--- src/rtl/pra_pkg.sv ---
package pra_pkg;
  typedef enum logic {TRIG_EDGE = 1'b0, TRIG_LEVEL = 1'b1} trig_mode_e;

  typedef struct packed {
    logic spec_mask;
    logic nested;
    logic master;
    logic auto_eoi;
    logic rot_aeoi;
  } pra_mode_t;
endpackage

--- src/rtl/pra_req_capture.sv ---
module pra_req_capture #(
  parameter int N_IN = 8
) (
  input  logic            clk,
  input  logic            rst_n,
  input  logic            init_i,
  input  logic [N_IN-1:0] req_i,
  input  logic [N_IN-1:0] trig_i,
  input  logic [N_IN-1:0] ack_clr_i,
  output logic [N_IN-1:0] irr_o
);
  import pra_pkg::*;

  logic [N_IN-1:0] prev_q, prev_d;
  logic [N_IN-1:0] irr_q, irr_d;
  logic [N_IN-1:0] rise;

  assign rise = req_i & ~prev_q;

  for (genvar g = 0; g < N_IN; g++) begin : g_line
    always_comb begin
      if (init_i) begin
        irr_d[g] = 1'b0;
      end else if (trig_i[g] == TRIG_LEVEL) begin
        irr_d[g] = req_i[g];
      end else begin
        irr_d[g] = (irr_q[g] & ~ack_clr_i[g]) | rise[g];
      end
    end
  end

  always_comb begin
    prev_d = init_i ? '0 : req_i;
  end

  always_ff @(posedge clk or negedge rst_n) begin
    if (!rst_n) begin
      irr_q  <= '0;
      prev_q <= '0;
    end else begin
      irr_q  <= irr_d;
      prev_q <= prev_d;
    end
  end

  assign irr_o = irr_q;
endmodule

--- src/rtl/pra_prio_find.sv ---
module pra_prio_find #(
  parameter int N_IN  = 8,
  parameter int IDX_W = $clog2(N_IN),
  localparam int PW   = IDX_W + 1
) (
  input  logic [N_IN-1:0]  vec_i,
  input  logic [IDX_W-1:0] base_i,
  output logic [PW-1:0]    rank_o
);
  logic [N_IN-1:0] rot;

  always_comb begin
    for (int k = 0; k < N_IN; k++) begin
      rot[k] = vec_i[IDX_W'(k) + base_i];
    end
  end

  always_comb begin
    rank_o = PW'(N_IN);
    for (int k = N_IN - 1; k >= 0; k--) begin
      if (rot[k]) rank_o = PW'(k);
    end
  end
endmodule

--- src/rtl/pra_service.sv ---
module pra_service #(
  parameter int N_IN  = 8,
  parameter int IDX_W = $clog2(N_IN)
) (
  input  logic             clk,
  input  logic             rst_n,
  input  logic             init_i,
  input  logic             ack_fire_i,
  input  logic [IDX_W-1:0] win_i,
  input  logic             auto_eoi_i,
  input  logic             rot_aeoi_i,
  input  logic             prio_ld_i,
  input  logic [IDX_W-1:0] prio_base_i,
  input  logic [N_IN-1:0]  isr_clr_i,
  output logic [N_IN-1:0]  isr_o,
  output logic [IDX_W-1:0] base_o
);
  logic [N_IN-1:0]  isr_q, isr_d, set_v;
  logic [IDX_W-1:0] base_q, base_d;

  always_comb begin
    set_v = '0;
    if (ack_fire_i && !auto_eoi_i) set_v[win_i] = 1'b1;
    if (init_i) isr_d = '0;
    else        isr_d = (isr_q & ~isr_clr_i) | set_v;
  end

  always_comb begin
    base_d = base_q;
    if (init_i)                                       base_d = '0;
    else if (prio_ld_i)                               base_d = prio_base_i;
    else if (ack_fire_i && auto_eoi_i && rot_aeoi_i)  base_d = win_i + 1'b1;
  end

  always_ff @(posedge clk or negedge rst_n) begin
    if (!rst_n) begin
      isr_q  <= '0;
      base_q <= '0;
    end else begin
      isr_q  <= isr_d;
      base_q <= base_d;
    end
  end

  assign isr_o  = isr_q;
  assign base_o = base_q;
endmodule

--- src/rtl/prio_irq_arbiter.sv ---
module prio_irq_arbiter #(
  parameter int N_IN     = 8,
  parameter int CASC_IDX = 2,
  localparam int IDX_W   = $clog2(N_IN),
  localparam int PW      = IDX_W + 1
) (
  input  logic             clk,
  input  logic             rst_n,
  input  logic             init_i,
  input  logic [N_IN-1:0]  req_i,
  input  logic             trig_wr_i,
  input  logic [N_IN-1:0]  trig_i,
  input  logic             mask_wr_i,
  input  logic [N_IN-1:0]  mask_i,
  input  logic             spec_mask_i,
  input  logic             nested_i,
  input  logic             master_i,
  input  logic             auto_eoi_i,
  input  logic             rot_aeoi_i,
  input  logic             prio_ld_i,
  input  logic [IDX_W-1:0] prio_base_i,
  input  logic [N_IN-1:0]  isr_clr_i,
  input  logic             ack_i,
  output logic             int_o,
  output logic [IDX_W-1:0] win_idx_o
);
  import pra_pkg::*;

  pra_mode_t mode;
  assign mode = '{spec_mask: spec_mask_i, nested: nested_i, master: master_i,
                  auto_eoi: auto_eoi_i, rot_aeoi: rot_aeoi_i};

  logic [N_IN-1:0]  trig_q, trig_d;
  logic [N_IN-1:0]  imr_q, imr_d;
  logic [N_IN-1:0]  irr_q, isr_q;
  logic [IDX_W-1:0] base_q;
  logic [N_IN-1:0]  pend_v, cur_v, ack_clr;
  logic [PW-1:0]    pend_rank, cur_rank;
  logic             ack_fire;

  always_comb begin
    trig_d = trig_wr_i ? trig_i : trig_q;
    imr_d  = imr_q;
    if (init_i)         imr_d = '0;
    else if (mask_wr_i) imr_d = mask_i;
  end

  always_ff @(posedge clk or negedge rst_n) begin
    if (!rst_n) begin
      trig_q <= '0;
      imr_q  <= '0;
    end else begin
      trig_q <= trig_d;
      imr_q  <= imr_d;
    end
  end

  assign pend_v = irr_q & ~imr_q;

  always_comb begin
    cur_v = isr_q;
    if (mode.spec_mask) cur_v = cur_v & ~imr_q;
    if (mode.nested && mode.master) cur_v[CASC_IDX] = 1'b0;
  end

  pra_prio_find #(.N_IN(N_IN), .IDX_W(IDX_W)) u_pend_find (
    .vec_i(pend_v), .base_i(base_q), .rank_o(pend_rank));

  pra_prio_find #(.N_IN(N_IN), .IDX_W(IDX_W)) u_cur_find (
    .vec_i(cur_v), .base_i(base_q), .rank_o(cur_rank));

  assign int_o     = (pend_rank < cur_rank);
  assign win_idx_o = pend_rank[IDX_W-1:0] + base_q;
  assign ack_fire  = ack_i & int_o;

  always_comb begin
    ack_clr = '0;
    if (ack_fire) ack_clr[win_idx_o] = ~trig_q[win_idx_o];
  end

  pra_req_capture #(.N_IN(N_IN)) u_capture (
    .clk(clk), .rst_n(rst_n), .init_i(init_i), .req_i(req_i),
    .trig_i(trig_q), .ack_clr_i(ack_clr), .irr_o(irr_q));

  pra_service #(.N_IN(N_IN), .IDX_W(IDX_W)) u_service (
    .clk(clk), .rst_n(rst_n), .init_i(init_i), .ack_fire_i(ack_fire),
    .win_i(win_idx_o), .auto_eoi_i(mode.auto_eoi), .rot_aeoi_i(mode.rot_aeoi),
    .prio_ld_i(prio_ld_i), .prio_base_i(prio_base_i), .isr_clr_i(isr_clr_i),
    .isr_o(isr_q), .base_o(base_q));
endmodule

--- config.mk ---
export PLATFORM = sky130hd
export DESIGN_NAME = prio_irq_arbiter
export DESIGN_NICKNAME = d
export VERILOG_FILES = /design/src/rtl/pra_pkg.sv /design/src/rtl/pra_req_capture.sv /design/src/rtl/pra_prio_find.sv /design/src/rtl/pra_service.sv /design/src/rtl/prio_irq_arbiter.sv
export SDC_FILE = /design/constraint.sdc
export NUM_CORES = 1
export LEC_CHECK = 0
export ABC_AREA = 1
export BUFFER_PORTS_ARGS = -buffer_cell sky130_fd_sc_hd__buf_2
export CAP_MARGIN = 15
export CORE_AREA = 2 2 84 167
export DETAILED_ROUTE_END_ITERATION = 10
export DIE_AREA = 0 0 86 169
export PLACE_DENSITY_LB_ADDON = 0.05
export SETUP_SLACK_MARGIN = 0.2
export SYNTH_ARGS = -nofsm -noshare
export SYNTH_HDL_FRONTEND = slang
export SYNTH_SLANG_ARGS = --single-unit
--- constraint.sdc ---
create_clock -name clk -period 6.4 [get_ports clk]
set_input_delay 0.96 -clock clk [delete_from_list [all_inputs] [get_ports clk]]
set_output_delay 0.96 -clock clk [all_outputs]
set_load 0.05 [all_outputs]
==> results.toml, run 1 <==
[outcome]
status = "finished, final reports clean"

[hold_path]
hold_path_end = "u_capture.irr_o[6]$_DFF_PN0_"
holdPathStages = 3
min_path_type = "reg -> reg"
hp-start = "u_capture.prev_q[6]$_DFF_PN0_"

[floorplan]
row_count = 60
coreArea_um2 = 13300
die-area_um2 = 14500
die_h_um = 169
ioPinCount = 51
die_w_um = 86
start_util_pct = 24.5

[route]
drc = 0
dr.first_iter.drc_count = 119
routedWlPerCell_um = 14.9
num_vias = 3039
viasPerCell = 4.46
ant_nets = 0
dr.pass1.iters = 4
wl_um = 10100

[worst_setup_path]
cp.arrival_ns = 4.43
worst_ep_required_time_ns = 5.44
criticalPathCategory = "reg -> out"
r2r_slack_ns = 1.66
startpoint_type = "flip-flop"
timing.rr.start = "u_service.base_o[0]$_DFFE_PN0P_"
worstPathMaxFanout = 20
r2r_cells = 25
rr_endpoint = "u_service.base_o[2]$_DFFE_PN0P_"
end_kind = "output pin"

[synthesis]
avgSynthCellArea_um2 = 6.74
synth_nets = 538
netlist_instances = 483
ys_seq_area_share_pct = 33.1
ys_types = 40
syn_area_um2 = 3260
ys_ff_latch = 43
ys_warn_count = 0

[timing]
max_freq_mhz = 186
slew_headroom_pct = 50.3
fin_setup_tns_ns = 0
slew_viol_final = 0
hold_viol = 0
finalCritPeriodShare_pct = 84.2
skew_ns = 0.00273
setup_violations = 0
finalCriticalPeriod_ns = 5.39
rsz0062_at_grt = "no"
worst_pin_slew_ns = 0.745

[layout]
nFillCells = 1538
fin_util_pct = 28.3
num_antenna_cells = 0
drive_above_1_share_pct = 17.9
fin_cells = 681
nets = 580
areaGrowthSynthToFinish_pct = 15.4
fin_area_um2 = 3760

[cts]
hold_buffers = 0
cts_buffers = 5
clock-sinks = 43
cts.path.max_buffers = 2
root_buffer = "clkbuf_16"
post_cts_buffers = 0
clkLatencyLatePin_ns = 0.28
clk_pin_slew_ns = 0.06
ctsResizeCount = 0
htree_levels = 2
cts_tree = "built"

[global_routing]
grt_max_degree = 44
grt_pass1_wl_um = 16400
antenna_found_initial = 0
grt_pass1_vias = 3039
grt.total_usage_pct = 14.8
grt_overflow_total = 0

[place]
place.gp.congestion = 0.808
io_buffers = 50
dp.cells = 672
place_area_um2 = 3590
dp_hpwl_um = 8040

[flow_run]
maxCapViolations = 0
## worst max path at each step
stage                                          startpoint                               to  slack, ns  depth (start not counted)
after floorplan           u_service.base_o[0]$_DFFE_PN0P_  u_service.base_o[2]$_DFFE_PN0P_       2.15                         29
after global placement    u_service.base_o[0]$_DFFE_PN0P_                     win_idx_o[1]       1.36                         19
after detailed placement  u_service.base_o[0]$_DFFE_PN0P_                     win_idx_o[1]       1.30                         19
after CTS                 u_service.base_o[0]$_DFFE_PN0P_                     win_idx_o[1]       0.97                         19
after global routing      u_service.base_o[0]$_DFFE_PN0P_                     win_idx_o[1]       0.65                         19
final                     u_service.base_o[0]$_DFFE_PN0P_                     win_idx_o[1]       1.01                         19
## worst max-delay path: stages (launching register included)
cell and delay [ns]:
dfrtp_1 0.82, inv_4 0.22, ha_1 0.53, inv_2 0.14
nand3_1 0.13, nand3_1 0.08, nand2_1 0.09, nand2_1 0.05
nand2_1 0.06, nand2_1 0.04, nand2_1 0.06, nand2_1 0.04
nand2_1 0.05, nand2_1 0.07, inv_1 0.07, ha_1 0.13
inv_1 0.05, fa_1 0.73, clkinv_1 0.42, buf_2 0.34
## per-stage QoR
step	hold slack, ns	setup slack [ns]
floorplan	0.478	2.15
global placement	0.500	1.36
detailed placement	0.506	1.30
CTS	0.517	0.971
global route	0.531	0.645
finish	0.514	1.01
## synthesized netlist by cell type (all sizes together)
| cell | number | area (µm²) |
|---|---|---|
| nand2 | 144 | 553 |
| nand3 | 83 | 473 |
| inv | 62 | 235 |
| nor2 | 56 | 210 |
| dfrtp | 43 | 1080 |
| o21ai | 32 | 164 |
| buf | 10 | 82.6 |
| nand4 | 10 | 83.8 |
| ha | 7 | 87.6 |
| clkbuf | 6 | 22.5 |
| xor2 | 5 | 77.6 |
| a21oi | 4 | 31.3 |
| clkinv | 4 | 20.0 |
| nor3b | 3 | 22.5 |
| a31oi | 2 | 12.5 |
| and2 | 2 | 17.5 |
| o211ai | 2 | 15.0 |
| o21a | 2 | 15.0 |
| or2 | 2 | 12.5 |
| a211oi | 1 | 7.51 |
| a21boi | 1 | 11.3 |
| fa | 1 | 20.0 |
| nor3 | 1 | 5.00 |
## routing by layer
layer,routed length (µm),up-vias,part of all wire [%],GRT usage (%)
li1,-,1620,-,-
met1,4480,1359,44,18.7
met2,5240,54,52,26.1
met3,291,6,2.9,2.05
met4,104,0,1.0,3.80
met5,0,-,0,0
## flip-flops by register name, indices dropped and copies added, names as in the netlist
| signal | count |
|---|---|
| imr_q | 8 |
| trig_q | 8 |
| u_capture.irr_o | 8 |
| u_capture.prev_q | 8 |
| u_service.base_o | 3 |
| u_service.isr_o | 8 |
## placed cells by master (no fill, tap or decap), types with 2 or more instances in the layout
| master | netlist | layout |
|---|---|---|
| o21ai_1 | 2 | 2 |
| clkinv_1 | 3 | 3 |
| nand2_1 | 139 | 139 |
| nand3_1 | 73 | 73 |
| nor2_1 | 56 | 56 |
| buf_2 | 3 | 50 |
| xor2_1 | 2 | 2 |
| and2_4 | 2 | 2 |
| o21a_1 | 2 | 2 |
| nand3_2 | 9 | 9 |
| ha_1 | 7 | 7 |
| nand2_2 | 5 | 5 |
| a31oi_1 | 2 | 2 |
| inv_2 | 8 | 8 |
| inv_1 | 53 | 53 |
| xor2_2 | 2 | 2 |
| o21ai_0 | 29 | 29 |
| nor3b_1 | 3 | 3 |
| dfrtp_1 | 43 | 43 |
| a21oi_1 | 3 | 3 |
| clkbuf_16 | 0 | 5 |
| o211ai_1 | 2 | 2 |
| nand4_1 | 8 | 8 |
## cell type report
type	count	area, µm²	share of cell area [%]
multi-input cells	358	1820	48.4
flip-flops and latches	43	1080	28.6
repair buffers	51	270	7.20
inverters	66	255	6.80
well taps	155	194	5.16
clock buffers	6	129	3.43
clock inverters	2	12.5	0.333
## logic make-up (layout without fill, tap and decap cells)
| group | count (synthesis) | after routing | share of synthesized area, % |
|---|---|---|---|
| AO/OA/AOI/OAI | 44 | 44 | 7.88 |
| XOR/XNOR | 5 | 5 | 2.38 |
| adder cells (fa/ha/maj) | 8 | 8 | 3.31 |
| buffers and inverters | 82 | 125 | 11.1 |
| flip-flops | 43 | 43 | 33.1 |
| AND/OR/NAND/NOR | 301 | 301 | 42.3 |
Power of run 1 is not shown: default switching activity piles up to over one toggle a cycle in this logic, so the estimate is an artifact.
==> inputs of run 2 (changes only) <==
--- a/config.mk
+++ b/config.mk
@@ -5,12 +5,12 @@
 export SDC_FILE = /design/constraint.sdc
 export NUM_CORES = 1
 export LEC_CHECK = 0
-export ABC_AREA = 1
+export ABC_AREA = 0
 export BUFFER_PORTS_ARGS = -buffer_cell sky130_fd_sc_hd__buf_2
 export CAP_MARGIN = 15
-export CORE_AREA = 2 2 84 167
+export CORE_AREA = 2 2 82 162
 export DETAILED_ROUTE_END_ITERATION = 10
-export DIE_AREA = 0 0 86 169
+export DIE_AREA = 0 0 84 164
 export PLACE_DENSITY_LB_ADDON = 0.05
 export SETUP_SLACK_MARGIN = 0.2
 export SYNTH_ARGS = -nofsm -noshare
==> constraint.sdc (replaced) <==
create_clock -name clk -period 5.65 [get_ports clk]
set_input_delay 0.8475 -clock clk [delete_from_list [all_inputs] [get_ports clk]]
set_output_delay 0.8475 -clock clk [all_outputs]
set_load 0.05 [all_outputs]
==> results.toml, run 2 <==
[worst_setup_path]
crit_slowest_cell = "mux4_2"
worst_ep_required_time_ns = 4.80
end_kind = "output pin"
worstPathMaxFanout = 8
startpoint_type = "flip-flop"
cp.arrival_ns = 4.20
crit_path_cell_trace = "ha_1, xnor2_2, mux4_2, o311a_1, o211ai_1, nand3_1, inv_1, ha_1, inv_1, fa_1, xnor2_2, xnor2_4, inv_2, buf_2"
r2r_cells = 16
cp_slowest_stage_delay_ns = 0.61
criticalPathCategory = "reg -> out"

[synthesis]
ys_ff_latch = 43
synth_nets = 366
yosysMostFrequentCell = "dfrtp_1"
ys_warn_count = 0
avgSynthCellArea_um2 = 9.89
ys_types = 60
syn_area_um2 = 3080
synth_common_cells = "dfrtp_1 (43), nor2_1 (27), mux2i_1 (24), nand2_1 (22), inv_1 (21)"
netlist_instances = 311
yosys-top-cells-area = "dfrtp_1 (35%), mux4_2 (8.1%), mux2i_1 (7.8%), nor2b_1 (3.9%), nor2_1 (3.3%)"
synth-async-reset-ratio_pct = 100
synthFlopType = "dfrtp_1"
synth_top_cell_area_share_pct = 35.0
synth.largest_area_cell = "dfrtp_1"
ys_seq_area_share_pct = 35.0
synth-edff-count = 0

[cts]
post_cts_buffers = 0
hold_buffers = 0
cts.path.max_buffers = 2
clk_pin_slew_ns = 0.06
cts_tree = "built"
clock-sinks = 43
ctsResizeCount = 0
htree_levels = 2
clkLatencyLatePin_ns = 0.29
root_buffer = "clkbuf_16"
cts_buffers = 5

[place]
io_buffers = 50
place.gp.congestion = 0.766
dp_hpwl_um = 7720

[floorplan]
die-area_um2 = 13800
row_count = 58
start_util_pct = 24.5
coreArea_um2 = 12600
die_w_um = 84
ioPinCount = 51
die_h_um = 164

[outcome]
status = "finished, final reports clean"

[global_routing]
grt_util_met2_pct = 30.0
grt.total_usage_pct = 14.4
met1_usage_pct = 14.5
grt_overflow_total = 0
top_usage_layer = "met2"
grt_pass1_wl_um = 15000
antenna_found_initial = 0
grt_max_degree = 44
use_met3_pct = 1.16
grt_pass1_vias = 2675

[timing]
slew_headroom_pct = 50.8
fin_setup_tns_ns = 0
finalCritPeriodShare_pct = 89.4
slew_viol_final = 0
rsz0062_at_grt = "no"
skew_ns = 0.00587
hold_viol = 0
worst_pin_slew_ns = 0.737
setup_violations = 0
max_freq_mhz = 198
finalCriticalPeriod_ns = 5.05

[layout]
areaGrowthSynthToFinish_pct = 18.8
nFillCells = 1372
drive_above_1_share_pct = 27.4
num_antenna_cells = 0
nets = 415
final_cell_mix = "buf_2 (50), dfrtp_1 (42), nor2_1 (27)"
final_common_cell = "buf_2"

[route]
wl_um = 9490
dr.pass1.iters = 4
ant_nets = 0
dr.first_iter.drc_count = 75
drc = 0
viasPerCell = 4.95
num_vias = 2529
routedWlPerCell_um = 18.6

[flow_run]
maxCapViolations = 0

[hold_path]
holdPathStages = 2
min_path_type = "reg -> reg"
## run 2: cell families after synthesis
logic type / count (synthesis) / synth area share [%]
AOI/OAI and AO/OA: 73 / 17.2
xor gates and xnor gates: 6 / 3.01
adders and majority gates: 8 / 3.50
buffers and inverters: 38 / 5.16
DFF: 43 / 35.0
muxes: 45 / 19.5
and+or+nand+nor: 98 / 16.7
## run 2: critical path, delay by kind of cell (launching register included)
| family | cells | cell delay (ns) |
|---|---|---|
| AO/OA/AOI/OAI | 2 | 0.40 |
| XOR/XNOR | 3 | 0.81 |
| adder cells (fa/ha/maj) | 3 | 0.90 |
| buffers and inverters | 4 | 0.57 |
| flip-flops | 1 | 0.51 |
| multiplexers | 1 | 0.61 |
| AND/OR/NAND/NOR | 1 | 0.13 |
## run 2: metal layers
metal / part of all wire (%) / wire length (µm)
met5: 0 / 0
met4: 1.4 / 137
met3: 1.7 / 161
met2: 62 / 5890
met1: 35 / 3300
## run 2: cell type report
| class | count | area (µm²) | area share (%) |
|---|---|---|---|
| Multi-Input combinational cell | 230 | 1860 | 50.8 |
| Inverter | 23 | 88.8 | 2.43 |
| Clock buffer | 6 | 129 | 3.53 |
| Tap cell | 150 | 188 | 5.14 |
| Clock inverter | 2 | 12.5 | 0.342 |
| Timing Repair Buffer | 57 | 303 | 8.28 |
| Sequential cell | 43 | 1080 | 29.5 |
## run 2: per-stage QoR
step                      utilization [%]  cells  hold WS (ns)  setup slack, ns  area, µm²
final                                29.1    511         0.481            0.601       3650
after global routing                 29.1    511         0.536            0.269       3650
after CTS                            29.0    511         0.486            0.277       3640
after detailed placement             27.9    503         0.479            0.600       3500
after global placement               27.9    503         0.477            0.673       3500
after floorplan                         -    311         0.442             1.16       3080
## run 2: final timing paths
kind	from	endpoint	slack [ns]
max	u_service.base_o[0]$_DFFE_PN0P_	win_idx_o[2]	0.60
min	u_service.isr_o[6]$_DFF_PN0_	u_service.isr_o[6]$_DFF_PN0_	0.48
max reg2reg	u_service.base_o[0]$_DFFE_PN0P_	u_service.base_o[2]$_DFFE_PN0P_	1.23
min reg2reg	u_service.isr_o[6]$_DFF_PN0_	u_service.isr_o[6]$_DFF_PN0_	0.48
max in group asynchronous	rst_n	u_service.base_o[1]$_DFFE_PN0P_	4.59
min in group asynchronous	rst_n	u_capture.prev_q[3]$_DFF_PN0_	0.63
Power of run 2 is left out for the same reason.
